## config.mk

```make
export PLATFORM = sky130hd
export DESIGN_NAME = dt_trig_gen
export DESIGN_NICKNAME = d
export VERILOG_FILES = /design/src/rtl/dt_trig_pkg.sv /design/src/rtl/dt_delay_line.sv /design/src/rtl/dt_oneshot.sv /design/src/rtl/dt_channel.sv /design/src/rtl/dt_trig_gen.sv
export SDC_FILE = /design/constraint.sdc
export NUM_CORES = 1
export LEC_CHECK = 0
export BUFFER_PORTS_ARGS = -buffer_cell sky130_fd_sc_hd__buf_2
export CAP_MARGIN = 20
export CELL_PAD_IN_SITES_DETAIL_PLACEMENT = 0
export CELL_PAD_IN_SITES_GLOBAL_PLACEMENT = 1
export CORE_UTILIZATION = 50
export DETAILED_ROUTE_END_ITERATION = 10
export PLACE_DENSITY_LB_ADDON = 0.1
export SYNTH_ARGS = -nofsm -noshare
export SYNTH_HDL_FRONTEND = slang
export SYNTH_HIERARCHICAL = 1
export SYNTH_SLANG_ARGS = --single-unit
```

## constraint.sdc

```tcl
create_clock -name clk_i -period 3.55 [get_ports clk_i]
set_input_delay 0.5325 -clock clk_i [delete_from_list [all_inputs] [get_ports clk_i]]
set_output_delay 0.5325 -clock clk_i [all_outputs]
set_load 0.02 [all_outputs]
```

## src/rtl/dt_trig_pkg.sv

```systemverilog
package dt_trig_pkg;

    // Which request opened the current gate of a channel.
    typedef enum logic [1:0] {
        SRC_IDLE = 2'd0,
        SRC_HIT  = 2'd1,
        SRC_PED  = 2'd2
    } fire_src_e;

    // A qualified hit takes precedence over a pedestal request in the same cycle.
    function automatic fire_src_e pick_source(input logic hit, input logic ped);
        if (hit) begin
            return SRC_HIT;
        end else if (ped) begin
            return SRC_PED;
        end
        return SRC_IDLE;
    endfunction

endpackage

```

## src/rtl/dt_delay_line.sv

```systemverilog
module dt_delay_line #(
    parameter int DEPTH = 20
) (
    input  logic clk_i,
    input  logic rst_i,
    input  logic sig_i,
    output logic sig_o
);
    localparam int W = (DEPTH < 1) ? 1 : DEPTH;

    typedef struct packed {
        logic [W-1:0] taps;
    } dl_state_t;

    dl_state_t st_d, st_q;

    generate
        if (W == 1) begin : g_single
            always_comb begin
                st_d      = st_q;
                st_d.taps = sig_i;
            end
        end else begin : g_chain
            always_comb begin
                st_d      = st_q;
                st_d.taps = {st_q.taps[W-2:0], sig_i};
            end
        end
    endgenerate

    always_ff @(posedge clk_i) begin
        if (rst_i) begin
            st_q <= '0;
        end else begin
            st_q <= st_d;
        end
    end

    assign sig_o = st_q.taps[W-1];

    // the output follows the input exactly W sampling edges later; check the first stage.
    a_r1_first_tap: assert property (@(posedge clk_i) disable iff (rst_i)
        !$past(rst_i) |-> (st_q.taps[0] == $past(sig_i)));

    // a reset leaves the whole line empty.
    a_r10_line_clear: assert property (@(posedge clk_i)
        rst_i |=> (st_q.taps == '0));

endmodule

```

## src/rtl/dt_oneshot.sv

```systemverilog
module dt_oneshot
    import dt_trig_pkg::*;
#(
    parameter int GATE_CYC = 850
) (
    input  logic clk_i,
    input  logic rst_i,
    input  logic hit_fire_i,
    input  logic ped_fire_i,
    output logic trig_o,
    output logic gate_o
);
    localparam int LEN = (GATE_CYC < 1) ? 1 : GATE_CYC;
    localparam int CW  = $clog2(LEN + 1);

    typedef struct packed {
        logic [CW-1:0] cnt;
        fire_src_e     src;
        logic          trig;
    } os_state_t;

    os_state_t st_d, st_q;
    logic      busy;
    logic      start;
    fire_src_e req_src;

    always_comb begin
        st_d    = st_q;
        busy    = (st_q.cnt != '0);
        req_src = pick_source(hit_fire_i, ped_fire_i);
        start   = !busy && (req_src != SRC_IDLE);

        if (start) begin
            st_d.cnt = CW'(LEN);
            st_d.src = req_src;
        end else if (busy) begin
            st_d.cnt = st_q.cnt - CW'(1);
            if (st_q.cnt == CW'(1)) begin
                st_d.src = SRC_IDLE;
            end
        end else begin
            st_d.src = SRC_IDLE;
        end
        st_d.trig = start && (req_src == SRC_HIT);
    end

    always_ff @(posedge clk_i) begin
        if (rst_i) begin
            st_q <= '{cnt: '0, src: SRC_IDLE, trig: 1'b0};
        end else begin
            st_q <= st_d;
        end
    end

    assign trig_o = st_q.trig;
    assign gate_o = (st_q.cnt != '0);

    // the trigger pulse lasts one cycle.
    a_r5_single_pulse: assert property (@(posedge clk_i) disable iff (rst_i)
        trig_o |=> !trig_o);

    // an open gate keeps counting down whatever requests arrive.
    a_r6_no_restart: assert property (@(posedge clk_i) disable iff (rst_i)
        (st_q.cnt > CW'(1)) |=> (st_q.cnt == $past(st_q.cnt) - CW'(1)));

    // a pedestal request reaching an idle channel opens its gate.
    a_r8_ped_opens: assert property (@(posedge clk_i) disable iff (rst_i)
        (ped_fire_i && !gate_o) |=> gate_o);

    // a gate opened by a pedestal request never carries a trigger.
    a_r8_ped_silent: assert property (@(posedge clk_i) disable iff (rst_i)
        (st_q.src == SRC_PED) |-> !trig_o);

    // reset leaves every output low.
    a_r11_reset_low: assert property (@(posedge clk_i)
        rst_i |=> (!gate_o && !trig_o));

endmodule

```

## src/rtl/dt_channel.sv

```systemverilog
module dt_channel #(
    parameter int DELAY_CYC = 20,
    parameter int GATE_CYC  = 850
) (
    input  logic clk_i,
    input  logic rst_i,
    input  logic lo_i,
    input  logic hi_i,
    input  logic ped_fire_i,
    output logic trig_o,
    output logic gate_o
);
    typedef struct packed {
        logic coin;
    } ch_state_t;

    ch_state_t st_d, st_q;
    logic      lo_late;
    logic      coin_now;
    logic      hit_edge;

    dt_delay_line #(
        .DEPTH (DELAY_CYC)
    ) i_delay (
        .clk_i (clk_i),
        .rst_i (rst_i),
        .sig_i (lo_i),
        .sig_o (lo_late)
    );

    always_comb begin
        st_d      = st_q;
        coin_now  = lo_late && hi_i;
        hit_edge  = coin_now && !st_q.coin;
        st_d.coin = coin_now;
    end

    always_ff @(posedge clk_i) begin
        if (rst_i) begin
            st_q <= '0;
        end else begin
            st_q <= st_d;
        end
    end

    dt_oneshot #(
        .GATE_CYC (GATE_CYC)
    ) i_oneshot (
        .clk_i      (clk_i),
        .rst_i      (rst_i),
        .hit_fire_i (hit_edge),
        .ped_fire_i (ped_fire_i),
        .trig_o     (trig_o),
        .gate_o     (gate_o)
    );

    // a trigger needs both the delayed low-threshold signal and the high-threshold signal.
    a_r2_needs_both: assert property (@(posedge clk_i) disable iff (rst_i)
        trig_o |-> $past(lo_late && hi_i));

    // a trigger follows a cycle in which the coincidence was low.
    a_r7_edge_only: assert property (@(posedge clk_i) disable iff (rst_i)
        trig_o |-> !$past(st_q.coin));

    // a trigger is never issued while the previous gate is still open.
    a_r6_no_overlap: assert property (@(posedge clk_i) disable iff (rst_i)
        trig_o |-> !$past(gate_o));

endmodule

```

## src/rtl/dt_trig_gen.sv

```systemverilog
module dt_trig_gen #(
    parameter int NUM_CH    = 32,
    parameter int DELAY_CYC = 20,
    parameter int GATE_CYC  = 850
) (
    input  logic              clk_i,
    input  logic              rst_i,
    input  logic [NUM_CH-1:0] lo_hit_i,
    input  logic [NUM_CH-1:0] hi_hit_i,
    input  logic              ped_req_i,
    output logic [NUM_CH-1:0] trig_o,
    output logic [NUM_CH-1:0] gate_o
);
    typedef struct packed {
        logic ped;
    } top_state_t;

    top_state_t st_d, st_q;
    logic       ped_edge;

    always_comb begin
        st_d     = st_q;
        ped_edge = ped_req_i && !st_q.ped;
        st_d.ped = ped_req_i;
    end

    always_ff @(posedge clk_i) begin
        if (rst_i) begin
            st_q <= '0;
        end else begin
            st_q <= st_d;
        end
    end

    generate
        for (genvar c = 0; c < NUM_CH; c++) begin : g_ch
            dt_channel #(
                .DELAY_CYC (DELAY_CYC),
                .GATE_CYC  (GATE_CYC)
            ) i_ch (
                .clk_i      (clk_i),
                .rst_i      (rst_i),
                .lo_i       (lo_hit_i[c]),
                .hi_i       (hi_hit_i[c]),
                .ped_fire_i (ped_edge),
                .trig_o     (trig_o[c]),
                .gate_o     (gate_o[c])
            );
        end
    endgenerate

    // a pedestal request held high acts only once.
    a_r9_ped_once: assert property (@(posedge clk_i) disable iff (rst_i)
        ped_edge |=> !ped_edge);

endmodule

```

* Word-level counts from Yosys, hierarchy flattened
Cells that the tools add are included.
Widths: inputs -> output; s select.
** Word-level totals
- Flip-flop bits (word level) :: 1025
- Input bits :: 67
- Output and inout port bits :: 64
- Word-level logic and storage cells :: 805
** Operators by class
- $add $sub $neg :: 32
- Equality and inequality tests :: 64
- Muxes and demuxes :: 226
- Reduce and logical (&&, ||, !) cells :: 322
** Operators by type and width (number)
- $mux 12 :: 32
- $eq 10x1->1 const B :: 32
- $mux 10 :: 32
- $reduce_bool 10->1 :: 32
- $sub 10x1->10 const B :: 32
- $mux 2 :: 129
- $logic_and 1x1->1 :: 129
- $reduce_bool 2->1 :: 64
- $logic_not 1->1 :: 65
- $eq 2x1->1 const B :: 32
- $reduce_or 2->1 :: 32
- $mux 1 :: 33

* Logic depth before layout (Yosys ltp)
Gate-level depths: netlist (run 1).
- Depth in word-level cells :: 8
- Gate-level depth with buffers :: 8
- Mapped depth without buffers :: 6

* By module
The synthesis (run 1) kept the hierarchy.
** Modules (own cells, without submodules)
- dt_delay_line :: times used 32, cells an instance 42, area an instance 618.1 µm², seq. area each 400.4 µm²
- dt_oneshot :: times used 32, cells an instance 64, area an instance 548.0 µm², seq. area each 220.2 µm²
- dt_channel :: times used 32, cells an instance 3, area an instance 37.5 µm², seq. area each 20.0 µm²
- dt_trig_gen :: times used 1, cells an instance 3, area an instance 47.5 µm², seq. area each 20.0 µm²

* Worst setup path after synthesis (run 1)
OpenSTA, ideal clock, no wires.
- Kind :: input to register
- Start point :: input port ped_req_i
- End point :: register g_ch[0].i_ch/i_oneshot/st_q[3] in the netlist's numbering
- Setup time :: 0.135 ns
- Arrival time :: 2.721 ns
- Slack :: 0.694 ns
- Stages :: 5
- Buffers on the path :: 0
- Cell sequence :: nor2b_4 > nor3_1 > nand2_1 > or3_1 > a211oi_1
** Between the ends
- Word-level cells in the longest chain between the ends :: 7
** Ends and longest elaborated chain
- start: declaration :: RTL line dt_trig_gen.sv:10 : input logic ped_req_i,
- $logic_and 1x1->1 :: RTL line dt_trig_gen.sv:23 : ped_edge = ped_req_i && !st_q.ped;
- $mux 1 :: RTL line dt_trig_pkg.sv:14 : end else if (ped) begin
- $mux 1 :: RTL line dt_trig_pkg.sv:12 : if (hit) begin
- $mux 2 :: RTL line dt_trig_pkg.sv:17 : return SRC_IDLE;
- $reduce_bool 2->1 :: RTL line dt_oneshot.sv:31 : start = !busy && (req_src != SRC_IDLE);
- $logic_and 1x1->1 :: RTL line dt_oneshot.sv:31
- $reduce_or 2->1 (no line)
- end signal: assignment :: RTL line dt_oneshot.sv:49 : st_q <= '{cnt: '0, src: SRC_IDLE, trig: 1'b0};
- end signal: assignment :: RTL line dt_oneshot.sv:51 : st_q <= st_d;
- end: declaration :: RTL line dt_oneshot.sv:22 : os_state_t st_d, st_q;
Every way passes these cells.
A chain may end at the register's enable or synchronous reset.

* Worst setup path in the final report (run 1)
- Start point :: register g_ch[20].i_ch/i_oneshot/st_q[4] in the netlist's numbering
- End point :: output port gate_o[20]
** Between the ends
- Word-level cells in the longest chain between the ends :: 1
** Ends and longest elaborated chain
- start: declaration :: RTL line dt_oneshot.sv:22
- start signal: assignment :: RTL line dt_oneshot.sv:49
- start signal: assignment :: RTL line dt_oneshot.sv:51
- $reduce_bool 10->1 :: RTL line dt_oneshot.sv:56 : assign gate_o = (st_q.cnt != '0);
- end: declaration :: RTL line dt_trig_gen.sv:12 : output logic [NUM_CH-1:0] gate_o
Every way passes these cells.

==> results of run 1 <==
## worst min path at each step
stage | startpoint | end | depth (start not counted)
final | lo_hit_i[9] | g_ch[9].i_ch/i_delay/st_q[0] | 2
after global routing | lo_hit_i[22] | g_ch[22].i_ch/i_delay/st_q[0] | 2
after CTS | lo_hit_i[22] | g_ch[22].i_ch/i_delay/st_q[0] | 2
after detailed placement | g_ch[25].i_ch/i_delay/st_q[18] | g_ch[25].i_ch/i_delay/st_q[19] | 1
after global placement | g_ch[3].i_ch/i_delay/st_q[18] | g_ch[3].i_ch/i_delay/st_q[19] | 1
after floorplan | g_ch[0].i_ch/i_delay/st_q[9] | g_ch[0].i_ch/i_delay/st_q[10] | 1
## registers in the layout (all words and copies together), names as in the netlist
name	cells
g_ch.i_ch/i_delay/st_q	640
g_ch.i_ch/i_oneshot/st_q	320
g_ch.i_ch/i_oneshot/trig_o	32
g_ch.i_ch/st_q	32
st_q	1
## critical path, delay by kind of cell, from the launching register on
family                     cells  cell delay (ns)
and+or+nand+nor                2             1.09
adders and majority gates      1             0.17
DFF                            1             0.35
buffers and inverters          2             0.27
## logic make-up (layout without fill, tap and decap cells)
group	Yosys count	in the layout	synth area share [%]
AND/OR/NAND/NOR	1634	1634	31.7
flip-flops	1025	1025	53.2
AO/OA/AOI/OAI	448	448	7.58
buffers and inverters	288	415	4.78
multiplexers	64	64	1.66
adder cells (fa/ha/maj)	32	32	1.04
## where the power goes
part | leakage (nW) | switching, mW | internal (mW)
clock network | 1.77 | 4.44 | 6.81
logic | 6.66 | 5.83 | 4.42
registers | 8.34 | 1.53 | 13.0
total | 16.8 | 11.8 | 24.3
## metal layers
| metal | wire, um | vias to the layer above |
|---|---|---|
| li1 | - | 11800 |
| met1 | 27400 | 11000 |
| met2 | 27700 | 303 |
| met3 | 2090 | 122 |
| met4 | 1490 | 0 |
| met5 | 0 | - |
## metrics by stage
stage          cells  setup slack [ns]  instance area [um2]  hold WS (ns)  util (%)
6_report        4648             0.489                43000         0.103      56.5
5_1_grt         4648             0.350                43000        0.0609      56.5
4_1_cts         4648             0.426                43000        0.0465      56.5
3_5_place_dp    4457              1.15                39300         0.419      51.7
3_3_place_gp    4457              1.20                39300         0.416      51.7
2_1_floorplan   3491             0.694                38600         0.415         -
## cells in the mapped netlist
cell type  number
or3b_1         32
ha_1           32
nand2_1       160
o21a_1         32
clkbuf_1       96
nand2b_1       32
a211oi_2       32
inv_1          64
buf_6          96
a31oi_1        32
nor2_1        288
and3b_1        64
and3_1         32
nor4_4         32
or4_1          32
buf_2          32
nor3b_1        32
o21ai_0        32
a211oi_1       32
or4b_4         32
nor3_1        160
mux2i_1        64
or3_1          64
nor2b_2       512
a21oi_1       192
o31ai_1        64
dfxtp_1      1025
nand3b_1       32
a21o_1         32
nor2b_4       130
## layout make-up
class / count / area (um2)
fill: 6575 / 33100
multi-input combinational: 2178 / 16200
tap: 1030 / 1290
clock inverter: 50 / 658
clock buffer: 141 / 2960
inverter: 64 / 240
timing repair buffer: 160 / 1080
sequential: 1025 / 20500
==> impl_metrics.py, run 1 <==
metrics = {
    "critical_path": {
        "worstSetupStartpointType": "flip-flop",
        "cp_max_fo": 9,
        "worstSetupStartpoint": "g_ch[20].i_ch/i_oneshot/st_q[4]",
        "arrival_ns": 2.53,
        "critPathSlowestCell": "or4b_4",
        "r2r_slack_ns": 1.46,
        "rr_startpoint": "g_ch[29].i_ch/i_oneshot/st_q[3]",
        "setup.worst_path.end": "gate_o[20]",
        "endpoint_kind": "output port",
        "reg2reg_to": "g_ch[29].i_ch/i_oneshot/trig_o",
        "critPathMaxStageDelay_ns": 0.61,
        "worstPathRequired_ns": 3.02,
        "worstSetupPathType": "reg2out",
        "reg2reg_depth": 5,
        "cp_cell_sequence": "inv_1, ha_1, or3b_1, or4b_4, buf_2",
    },
    "die": {
        "start_util_pct": 50.7,
        "core_area_um2": 76100,
        "die_w_um": 280,
        "num_rows": 101,
        "io_pins": 131,
        "die-area_um2": 78200,
        "die_h_um": 280,
    },
    "detailed_routing": {
        "wirelength_mm": 58.7,
        "dr_total_vias": 23200,
        "wl_per_cell_um": 12.6,
        "postRouteAntennaNets": 0,
        "dr.pass1.iters": 5,
        "via_per_inst": 4.99,
        "drc": 0,
        "drt-initial-drc-count": 874,
    },
    "global_routing": {
        "antenna_found_initial": 0,
        "gr-usage-met1_pct": 19.2,
        "grt_pass1_vias": 22400,
        "top_usage_layer": "met2",
        "track_usage_pct": 15.1,
        "grt_max_degree": 78,
        "gr-total-overflow": 0,
        "grt_pass1_wl_mm": 102,
        "use_met2_pct": 25.4,
        "use_met3_pct": 2.73,
    },
    "clock_network": {
        "cts_buffers": 104,
        "clkSinkCount": 1025,
        "htree_levels": 3,
        "post_cts_resize_count": 0,
        "ctsRootBufferMaster": "clkbuf_16",
        "clock_path_buffers": 3,
        "cts_setup_buffers": 0,
        "postCtsHoldBufs": 0,
        "cts_tree": "yes",
        "clock_latency_ns": 0.65,
        "cts.clk_slew.worst_paths_ns": 0.06,
    },
    "min_path": {
        "hold_path.class": "in2reg",
    },
    "placement": {
        "dp_hpwl_mm": 35.7,
        "gp_congestion": 0.793,
        "io_buffers": 130,
    },
    "power": {
        "p_total_mw": 36.1,
        "power_leakage_nw": 16.8,
        "ir_worst_vdd_uv": 473,
        "power_per_cell_area_nw_per_um2": 840,
    },
    "finish": {
        "diodes": 0,
        "finalNetCount": 3632,
        "drive_above_1_share_pct": 29.7,
        "area_growth_pct": 11.4,
        "layout_common_cells": "dfxtp_1, nor2b_2, nor2_1",
        "final_common_cell": "dfxtp_1",
    },
    "synth": {
        "syn_inst": 3491,
        "synth.avg_cell_area_um2": 11.0,
        "seq_area_frac_synth_pct": 53.2,
        "synth_seq_cells": 1025,
        "syn-num-nets": 3590,
        "syn_area_um2": 38600,
        "yosys-top-cells-area": "dfxtp_1, nor2b_2, nor2b_4",
        "ys_types": 30,
        "synth_warnings": 6,
        "synth_top_area_cell": "dfxtp_1",
        "netlist.area_leader.share_pct": 53.2,
    },
    "timing": {
        "fin_crit_ns": 3.06,
        "fmax_mhz": 327,
        "worst_clock_skew_ns": 0.0129,
        "tns_ns": 0,
        "finalHoldViolations": 0,
        "setup_viol": 0,
        "post-route-period-util_pct": 86.2,
        "relSlewSlack_pct": 48.0,
        "worstMarginPinSlew_ns": 0.780,
        "maxSlewViolCount": 0,
        "rsz0062_at_grt": "no",
    },
    "run": {
        "drv_cap": 0,
    },
    "run_status": {
        "status": "finished clean",
    },
}
Note: power is estimated with default switching activity, not from simulation.
==> run 2, diff against run 1 <==
ABC_AREA = 1   (was default)
CORE_UTILIZATION = 46   (was 50)
==> run 2 against run 1 <==
Via count rose by 11%. Cell area down 0.26%. Clock skew rose by 0.0042 ns. Critical path type unchanged. Area after synthesis down 1.9%. Highest routed layer unchanged. Maximum frequency increased by 20%.
==> impl_metrics.py, run 2 <==
metrics = {
    "timing": {
        "fin_crit_ns": 2.54,
        "fin_hold_ws_ns": 0.0805,
        "worstMarginPinSlew_ns": 0.696,
        "tns_ns": 0,
        "fin_ws_ns": 1.01,
        "setup_viol": 0,
        "worst_clock_skew_ns": 0.0171,
        "maxSlewViolCount": 0,
        "relSlewSlack_pct": 53.5,
        "post-route-period-util_pct": 71.7,
        "rsz0062_at_grt": "no",
        "finalHoldViolations": 0,
        "fmax_mhz": 393,
    },
    "detailed_routing": {
        "wirelength_mm": 61.6,
        "drc": 0,
        "via_per_inst": 4.30,
        "dr.pass1.iters": 5,
        "dr_total_vias": 25800,
        "wl_per_cell_um": 10.3,
        "drt-initial-drc-count": 957,
        "postRouteAntennaNets": 0,
    },
    "clock_network": {
        "htree_levels": 3,
        "clock_latency_ns": 0.64,
        "post_cts_resize_count": 0,
        "ctsRootBufferMaster": "clkbuf_16",
        "clock_path_buffers": 3,
        "postCtsHoldBufs": 0,
        "cts_buffers": 106,
        "cts_setup_buffers": 0,
        "cts.clk_slew.worst_paths_ns": 0.06,
        "clkSinkCount": 1025,
        "cts_tree": "yes",
    },
    "placement": {
        "dp_hpwl_mm": 39.9,
        "io_buffers": 130,
        "place_ws_ns": 1.31,
        "dp_cells": 5804,
        "gp_congestion": 0.780,
    },
    "finish": {
        "area_growth_pct": 13.3,
        "utilization_pct": 52.9,
        "finalNetCount": 4951,
        "stdcell_count": 6002,
        "drive_above_1_share_pct": 12.9,
        "largest_register_ffs": 640,
        "top_regs": "g_ch.i_ch/i_delay/st_q x640, g_ch.i_ch/i_oneshot/st_q x320",
        "num-fill-cells": 7784,
        "layout_common_cells": "nor2_1, inv_1, dfxtp_1",
        "final_common_cell": "nor2_1",
        "regMostFlops": "g_ch.i_ch/i_delay/st_q",
    },
    "critical_path": {
        "reg2reg_to": "g_ch[17].i_ch/i_oneshot/st_q[8]",
        "reg2reg_depth": 6,
        "worstSetupPathType": "reg2out",
        "rr_startpoint": "st_q",
        "endpoint_kind": "output port",
        "worstSetupStartpointType": "flip-flop",
        "cp_max_fo": 11,
        "arrival_ns": 2.01,
        "r2r_slack_ns": 1.67,
        "worstPathRequired_ns": 3.02,
    },
    "synth": {
        "synth_commonest_cells": "nor2_1, dfxtp_1, inv_1",
        "syn_inst": 4676,
        "synth_enable_flop_cells": 0,
        "seq_area_frac_synth_pct": 54.2,
        "ys_types": 20,
        "synth_seq_cells": 1025,
        "synthArstFlopShare_pct": 0,
        "yosysMostFrequentCell": "nor2_1",
        "synth_top_area_cell": "dfxtp_1",
        "yosys_most_used_dff": "dfxtp_1",
        "synth_warnings": 6,
        "synth.avg_cell_area_um2": 8.09,
        "yosys-top-cells-area": "dfxtp_1, nor2_1, inv_1",
        "netlist.area_leader.share_pct": 54.2,
        "syn_area_um2": 37800,
        "syn-num-nets": 4775,
    },
    "global_routing": {
        "grt_pass1_vias": 23600,
        "gr-total-overflow": 0,
        "grt_max_degree": 90,
        "antenna_found_initial": 3,
        "track_usage_pct": 14.9,
        "grt_pass1_wl_mm": 107,
    },
    "run_status": {
        "status": "finished clean",
    },
    "die": {
        "start_util_pct": 46.7,
        "io_pins": 131,
        "num_rows": 104,
        "die_h_um": 289,
        "die-area_um2": 83400,
        "die_w_um": 289,
        "core_area_um2": 80900,
    },
    "min_path": {
        "hp-start": "lo_hit_i[15]",
        "hold_depth": 3,
        "hold_path.class": "in2reg",
        "whs_endpoint": "g_ch[15].i_ch/i_delay/st_q[0]",
    },
    "run": {
        "drv_cap": 0,
    },
    "power": {
        "ir_worst_vdd_uv": 437,
        "power_leakage_nw": 18.7,
        "power_per_cell_area_nw_per_um2": 821,
    },
}
==> run 2: changes by cell type in the layout (fill, tap and decap cells not counted), sizes merged, moves of 96 or more <==
| cell | delta |
|---|---|
| nor3 | -96 |
| xor2 | +96 |
| nand3 | +224 |
| o21ai | +96 |
| nor2b | -642 |
| inv | +961 |
| nor2 | +898 |
| nand2 | +352 |
==> run 2: logic make-up after synthesis <==
group	synth area share, %
AO/OA/AOI/OAI	5.19
buffers and inverters	13.0
adder cells (fa/ha/maj)	1.06
XOR/XNOR	2.96
AND/OR/NAND/NOR	23.5
flip-flops	54.2
==> run 2: critical path, cell delays in order (launching register included) <==
cell     delay, ns
dfxtp_1       0.31
inv_1         0.09
ha_1          0.27
nand2_2       0.11
nor2_4        0.16
nand2_2       0.20
buf_2         0.23
==> run 2: cell type report <==
type,instances,area (um2),area share (%)
Tap cell,1060,1330,3.10
Antenna cell,1,2.50,0.00584
Multi-Input combinational cell,2530,12400,28.9
Inverter,1025,3850,8.98
Clock inverter,43,542,1.26
Clock buffer,154,3230,7.53
Timing Repair Buffer,164,991,2.31
Sequential cell,1025,20500,47.9
==> run 2: worst max-delay path by stage <==
stage / start / cells after the start / endpoint / slack (ns)
floorplan: ped_req_i / 6 / g_ch[0].i_ch/i_oneshot/st_q[5] / 1.66
global placement: ped_req_i / 8 / g_ch[24].i_ch/i_oneshot/st_q[10] / 1.36
detailed placement: ped_req_i / 8 / g_ch[22].i_ch/i_oneshot/st_q[10] / 1.31
CTS: g_ch[2].i_ch/i_oneshot/st_q[3] / 6 / gate_o[2] / 0.96
global route: g_ch[2].i_ch/i_oneshot/st_q[3] / 6 / gate_o[2] / 0.85
finish: g_ch[2].i_ch/i_oneshot/st_q[3] / 6 / gate_o[2] / 1.01
==> run 2: metrics by stage <==
stage,power (mW),cell area [um2]
global route,37.7,42800
floorplan,22.4,37800
detailed placement,23.9,39100
global placement,23.9,39100
CTS,35.7,42800
finish,35.2,42800
==> run 2: metal layers <==
metal | vias to the layer above | global-route usage (%) | routed length (um)
met4 | 0 | 4.97 | 1740
met1 | 11300 | 19.8 | 30600
met5 | - | 0 | 0
li1 | 14200 | - | -
met3 | 120 | 2.79 | 1970
met2 | 226 | 24.3 | 27200
==> run 2: power by group <==
part	internal (mW)	switching [mW]
clock	7.04	4.54
combinational	3.69	6.28
sequential	12.8	0.858
